`config.mk`:
```
export PLATFORM = sky130hd
export DESIGN_NAME = fact_accel
export DESIGN_NICKNAME = d
export VERILOG_FILES = /design/src/rtl/fact_accel_pkg.sv /design/src/rtl/fact_engine.sv /design/src/rtl/irq_cause.sv /design/src/rtl/fact_accel.sv
export SDC_FILE = /design/constraint.sdc
export NUM_CORES = 2
export LEC_CHECK = 0
export ABC_AREA = 1
export CAP_MARGIN = 15
export CORE_MARGIN = 3
export CORE_UTILIZATION = 53
export DETAILED_ROUTE_END_ITERATION = 7
export PLACE_DENSITY = 0.71
export SETUP_SLACK_MARGIN = 0.4
export SYNTH_ARGS = -nofsm -noshare
export SYNTH_HDL_FRONTEND = slang
export SYNTH_SLANG_ARGS = --single-unit
```
`constraint.sdc`:
```
create_clock -name clk -period 9.1 [get_ports clk]
set_clock_uncertainty 0.05 [all_clocks]
set_input_delay 1.82 -clock clk [delete_from_list [all_inputs] [get_ports clk]]
set_output_delay 1.82 -clock clk [all_outputs]
set_load 0.01 [all_outputs]
```
`src/rtl/fact_accel_pkg.sv`:
```
package fact_accel_pkg;
  localparam int DATA_W = 32;
  localparam logic [DATA_W-1:0] ID_WORD = 32'h010000ED;
  localparam int OFF_ID      = 'h00;
  localparam int OFF_SCRATCH = 'h04;
  localparam int OFF_FACT    = 'h08;
  localparam int OFF_STATUS  = 'h20;
  localparam int OFF_CAUSE   = 'h24;
  localparam int OFF_SET     = 'h60;
  localparam int OFF_CLR     = 'h64;
  localparam int BUSY_BIT    = 0;
  localparam int IEN_BIT     = 7;
  localparam int FACT_CAUSE  = 0;
  localparam int DMA_CAUSE   = 8;
  localparam logic [3:0] FULL_SIZE = 4'd4;
endpackage

```
`src/rtl/fact_engine.sv`:
```
module fact_engine #(
  parameter int W = 32
) (
  input  logic         clk,
  input  logic         rst,
  input  logic         load,
  input  logic [W-1:0] load_val,
  output logic         busy,
  output logic [W-1:0] value,
  output logic         done
);
  logic [W-1:0] acc, cnt;
  logic last_step;

  assign last_step = busy && (cnt <= W'(1));
  assign done = last_step;

  always_ff @(posedge clk) begin
    if (rst) begin
      busy  <= 1'b0;
      value <= '0;
      acc   <= '0;
      cnt   <= '0;
    end else if (!busy) begin
      if (load) begin
        value <= load_val;
        cnt   <= load_val;
        acc   <= W'(1);
        busy  <= 1'b1;
      end
    end else if (last_step) begin
      value <= acc;
      busy  <= 1'b0;
    end else begin
      acc <= acc * cnt;
      cnt <= cnt - W'(1);
    end
  end

  // busy only rises in response to a load request
  assert_busy_needs_load_R3: assert property (@(posedge clk) disable iff (rst)
    !busy |=> (!busy || $past(load)));
  // a load while mid-computation leaves the operand alone
  assert_load_ignored_R3: assert property (@(posedge clk) disable iff (rst)
    (busy && load && !last_step) |=> $stable(value));
endmodule

```
`src/rtl/irq_cause.sv`:
```
module irq_cause #(
  parameter int W = 32
) (
  input  logic         clk,
  input  logic         rst,
  input  logic [W-1:0] set_vec,
  input  logic [W-1:0] clr_vec,
  output logic [W-1:0] cause
);
  always_ff @(posedge clk) begin
    if (rst) cause <= '0;
    else     cause <= (cause & ~clr_vec) | set_vec;
  end

  // every requested set bit is present next cycle, even under a clear
  assert_set_wins_R6: assert property (@(posedge clk) disable iff (rst)
    (set_vec != '0) |=> ((cause & $past(set_vec)) == $past(set_vec)));
  // cleared bits without a concurrent set are gone next cycle
  assert_clear_takes_R6: assert property (@(posedge clk) disable iff (rst)
    (clr_vec != '0) |=> ((cause & $past(clr_vec & ~set_vec)) == '0));
endmodule

```
`src/rtl/fact_accel.sv`:
```
module fact_accel
  import fact_accel_pkg::*;
#(
  parameter int ADDR_W = 20
) (
  input  logic              clk,
  input  logic              rst,
  input  logic [ADDR_W-1:0] bus_addr,
  input  logic              bus_wr,
  input  logic              bus_rd,
  input  logic [3:0]        bus_size,
  input  logic [DATA_W-1:0] bus_wdata,
  output logic [DATA_W-1:0] rd_data,
  input  logic              dma_evt,
  output logic              irq
);
  localparam logic [DATA_W-1:0] ALL_ONES = '1;

  logic full_wr, full_rd;
  logic [DATA_W-1:0] scratch_q;
  logic ien_q;
  logic eng_busy, eng_done;
  logic [DATA_W-1:0] eng_value, cause, set_vec, clr_vec;

  function automatic logic at(input logic [ADDR_W-1:0] a, input int off);
    return a == ADDR_W'(off);
  endfunction

  assign full_wr = bus_wr && (bus_size == FULL_SIZE);
  assign full_rd = bus_rd && (bus_size == FULL_SIZE);

  fact_engine #(.W(DATA_W)) u_engine (
    .clk      (clk),
    .rst      (rst),
    .load     (full_wr && at(bus_addr, OFF_FACT)),
    .load_val (bus_wdata),
    .busy     (eng_busy),
    .value    (eng_value),
    .done     (eng_done)
  );

  always_comb begin
    set_vec = (full_wr && at(bus_addr, OFF_SET)) ? bus_wdata : '0;
    if (eng_done && ien_q) set_vec[FACT_CAUSE] = 1'b1;
    if (dma_evt)           set_vec[DMA_CAUSE]  = 1'b1;
    clr_vec = (full_wr && at(bus_addr, OFF_CLR)) ? bus_wdata : '0;
  end

  irq_cause #(.W(DATA_W)) u_cause (
    .clk     (clk),
    .rst     (rst),
    .set_vec (set_vec),
    .clr_vec (clr_vec),
    .cause   (cause)
  );

  assign irq = |cause;

  always_ff @(posedge clk) begin
    if (rst) begin
      scratch_q <= '0;
      ien_q     <= 1'b0;
    end else if (full_wr) begin
      if (at(bus_addr, OFF_SCRATCH)) scratch_q <= ~bus_wdata;
      if (at(bus_addr, OFF_STATUS))  ien_q     <= bus_wdata[IEN_BIT];
    end
  end

  always_ff @(posedge clk) begin
    if (rst) begin
      rd_data <= ALL_ONES;
    end else if (bus_rd) begin
      rd_data <= ALL_ONES;
      if (full_rd) begin
        if (at(bus_addr, OFF_ID))      rd_data <= ID_WORD;
        if (at(bus_addr, OFF_SCRATCH)) rd_data <= scratch_q;
        if (at(bus_addr, OFF_FACT))    rd_data <= eng_value;
        if (at(bus_addr, OFF_STATUS)) begin
          rd_data           <= '0;
          rd_data[BUSY_BIT] <= eng_busy;
          rd_data[IEN_BIT]  <= ien_q;
        end
        if (at(bus_addr, OFF_CAUSE))   rd_data <= cause;
      end
    end
  end

  // completion with the enable set raises the factorial cause
  assert_done_cause_R5: assert property (@(posedge clk) disable iff (rst)
    (eng_done && ien_q) |=> cause[FACT_CAUSE]);
  // a transfer event drives the line high next cycle
  assert_dma_irq_R7: assert property (@(posedge clk) disable iff (rst)
    dma_evt |=> irq);
  // narrow writes leave the scratch register and the enable untouched
  assert_narrow_write_R8: assert property (@(posedge clk) disable iff (rst)
    (bus_wr && bus_size != FULL_SIZE) |=> ($stable(scratch_q) && $stable(ien_q)));
endmodule

```
==> results.md <==
- Status: completed
- Compound-Gate Fraction of Synth Area: 0.111
- FP Rows: 80
- Yosys warns: 0
- Post-Syn Area per Cell: 7.26 sq um
- Final net count: 4127
- Chip width: 227 microns
- Post-synth design cell area: 25900 sq um
- Final instance area: 27800 sq um
- Final Wtd Congestion: 0.952
- Yosys cell types: 53
- Reg-to-reg critical path endpoint: u_engine.acc[26]$_SDFFE_PP0P_
- Wirelength per Cell: 18.0 microns
- Metal3 WL: 5.73 mm
- Setup Buffers After CTS: 0
- Ys async rst share: 0
- Cells on Worst Hold Path: 2
- Buffers on Ports: 93
- PwrDens: 63.0 nW/um^2
- Worst hold margin: 420 ps
- Most frequent cells in the layout: nand2_1, inv_1, fa_1
- Area growth, synth to finish: 7.09%
- VDD IR max: 0.135 mV
- Synth Instances: 3571
- Vias in the first global route: 22.3k
- CP arrival: 7630 ps
- CTS tree: done
- Post-synth EDFFs: 0
- Unrepaired setup endpoints after global routing: no
- Core area: 48000 sq um
- CP Data Required Time: 9430 ps
- Wl on met1: 31.7 mm
- Initial antenna violation count: 0
- Main flop type after synthesis: dfxtp_1
- Final hold vios: 0
- Routed met2 length: 34.9 mm
- Reg-to-reg slack, setup: 1810 ps
- Post-cts resize count: 0
- Pin count of the biggest net entering global routing: 89
- Syn Nets: 4165
- Tightest Pin Transition: 1240 ps
- Worst-path clk slew: 80 ps
- Min-Delay Endpoint: u_engine.acc[14]$_SDFFE_PP0P_
- Max Root-Sink Buffers: 2
- Highest routed metal layer: met4
- Post-synthesis xor/xnor area fraction: 0.0101
- Max-slew violation count: 0
- Initial Util: 0.540
- Drt total wl: 74.7 mm
- Gr usage total: 0.298
- Die area: 51600 sq um
- Hold Startpoint: u_engine.acc[14]$_SDFFE_PP0P_
- Global-route wire length before repair: 121 mm
- Largest family of logic cells by synthesized area: adder cells
- Max-cap check violation count: 0
- Sequential-to-total area share from yosys stat: 0.150
- Clock latency on the worst-skew pair: 450 ps
- Filler cell count in the final layout: 4511
- Lkg Pwr: 15.4 nW
- I/O pins: 94
- Achievable Freq: 0.137 GHz
- Antenna Violating Nets Remaining: 0
- Max_slew headroom: 0.174
- DRC violations left: 0
- CP Class: register to register
- First-pass DRT Iterations: 6
- Setup violators final: 0
- #FFs+latches synth: 194
- Placed Area: 27100 sq um
- Die Y-Extent: 227 microns
- Min-delay worst type: register to register
- Critical-path maximum fanout: 21
- Total CTS buffers: 17
- Setup_tns: 0 ps
- DR vias/cell: 5.41
- Antenna cells: 0
- Layout cells sized above 1: 0.0443
- Simple-gate share of the synthesized area: 0.196
- Period Utilization, post-route: 0.802
- Most common cell after layout, fill and taps aside: nand2_1
- H-tree depth: 4
- Root Buffer: clkbuf_16
- Critical Path End Type: register
- Post-Synth Adder-Cell Area: 0.375
- CTS hold repair buffers: 0
- Total congestion overflow: 0
- Post-synthesis mux area share: 0
- Routed vias: 22.5k
- Post-DP HPWL: 56.5 mm
- FF-to-FF path depth: 26
- Startpoint types: register
- Clock sink total: 194
- Initial DRC count: 1921
- Tmin final: 7290 ps
- Reg2reg start: u_engine.acc[13]$_SDFFE_PP0P_
## state kept, by name, summed over array words and instances (netlist names)
register / cells
u_cause.cause: 32
u_engine.acc: 32
u_engine.value: 32
u_engine.cnt: 32
ien_q: 1
scratch_q: 32
rd_data: 32
u_engine.busy: 1
## Yosys cell counts (11+ instances only)
cell	n	area (sq um)
a21oi_1	248	1240
a21oi_2	11	96.3
buf_1	23	86.3
buf_2	37	185
clkbuf_1	126	473
dfxtp_1	194	3880
fa_1	408	8170
ha_1	125	1560
inv_1	835	3130
nand2_1	942	3540
nand2_2	17	106
nand3_1	66	330
nand3b_1	12	90.1
nand4_1	16	100
nor2_1	119	447
nor3_1	24	120
o21ai_0	187	936
o22ai_1	27	169
xor2_1	22	193
## per-layer routing
metal  vias up  track usage
met2       909        0.493
met3       138       0.0427
li1      10500            -
met5         -            0
met4         0       0.0927
met1     10900        0.410
## cell type report
cell class	instances	area, sq um	area share
multi-input combinational	2329	18000	0.647
sequential	194	3880	0.140
inverter	845	3170	0.114
timing repair buffer	146	1340	0.0482
tap	615	769	0.0277
clock buffer	18	429	0.0155
clock inverter	13	195	0.00703
## through the flow
step / setup WS (ps) / total power (W) / cells / utilization
global route: 1370 / 0.00179 / 4160 / 0.578
finish: 1810 / 0.00175 / 4160 / 0.578
detailed placement: 1930 / 0.000950 / 4129 / 0.565
floorplan: 2610 / 0.000902 / 3571 / -
CTS: 1900 / 0.00175 / 4160 / 0.578
global placement: 1890 / 0.000951 / 4129 / 0.565
## worst max-delay path: stages, from the launching register on
cell      delay (ps)
dfxtp_1         1070
nand2_1          100
inv_1            140
fa_1             430
fa_1             490
fa_1             520
inv_1             50
fa_1             480
inv_1             60
fa_1             490
inv_1             50
fa_1             540
inv_1             50
fa_1             510
fa_1             440
ha_1             360
nand2_1          130
nor2_1           230
inv_1             80
nor2_1           130
nand3_1          100
nand3_1          170
nand3_1           90
inv_1             80
nor3_1            50
nand3b_1         180
a21oi_2          140
## cells by family (layout without fill, tap and decap cells)
family                     count (synthesis)  in the layout
adders and majority gates                533            533
xor gates and xnor gates                  30             30
and+or+nand+nor                         1236           1236
DFF                                      194            194
buffers and inverters                   1048           1022
AOI/OAI and AO/OA                        530            530
## report_power, final
| part | internal, W | total [W] | switching [W] |
|---|---|---|---|
| Sequential | 0.000848 | 0.000849 | 0.000000425 |
| Clock | 0.000445 | 0.000818 | 0.000373 |
| Combinational | 0.0000323 | 0.0000827 | 0.0000504 |
## worst max-delay path by stage
stage / startpoint / end / slack (ps) / depth (start not counted)
after floorplan: u_engine.cnt[3]$_SDFFE_PP0P_ / u_engine.acc[30]$_SDFFE_PP0P_ / 2610 / 25
after global placement: u_engine.acc[12]$_SDFFE_PP0P_ / u_engine.acc[30]$_SDFFE_PP0P_ / 1890 / 25
after detailed placement: u_engine.acc[12]$_SDFFE_PP0P_ / u_engine.acc[30]$_SDFFE_PP0P_ / 1930 / 25
after CTS: u_engine.acc[11]$_SDFFE_PP0P_ / u_engine.acc[26]$_SDFFE_PP0P_ / 1900 / 27
after global routing: u_engine.acc[13]$_SDFFE_PP0P_ / u_engine.acc[27]$_SDFFE_PP0P_ / 1370 / 24
final: u_engine.acc[13]$_SDFFE_PP0P_ / u_engine.acc[26]$_SDFFE_PP0P_ / 1810 / 26
Note: power is estimated with default switching activity, not from simulation.
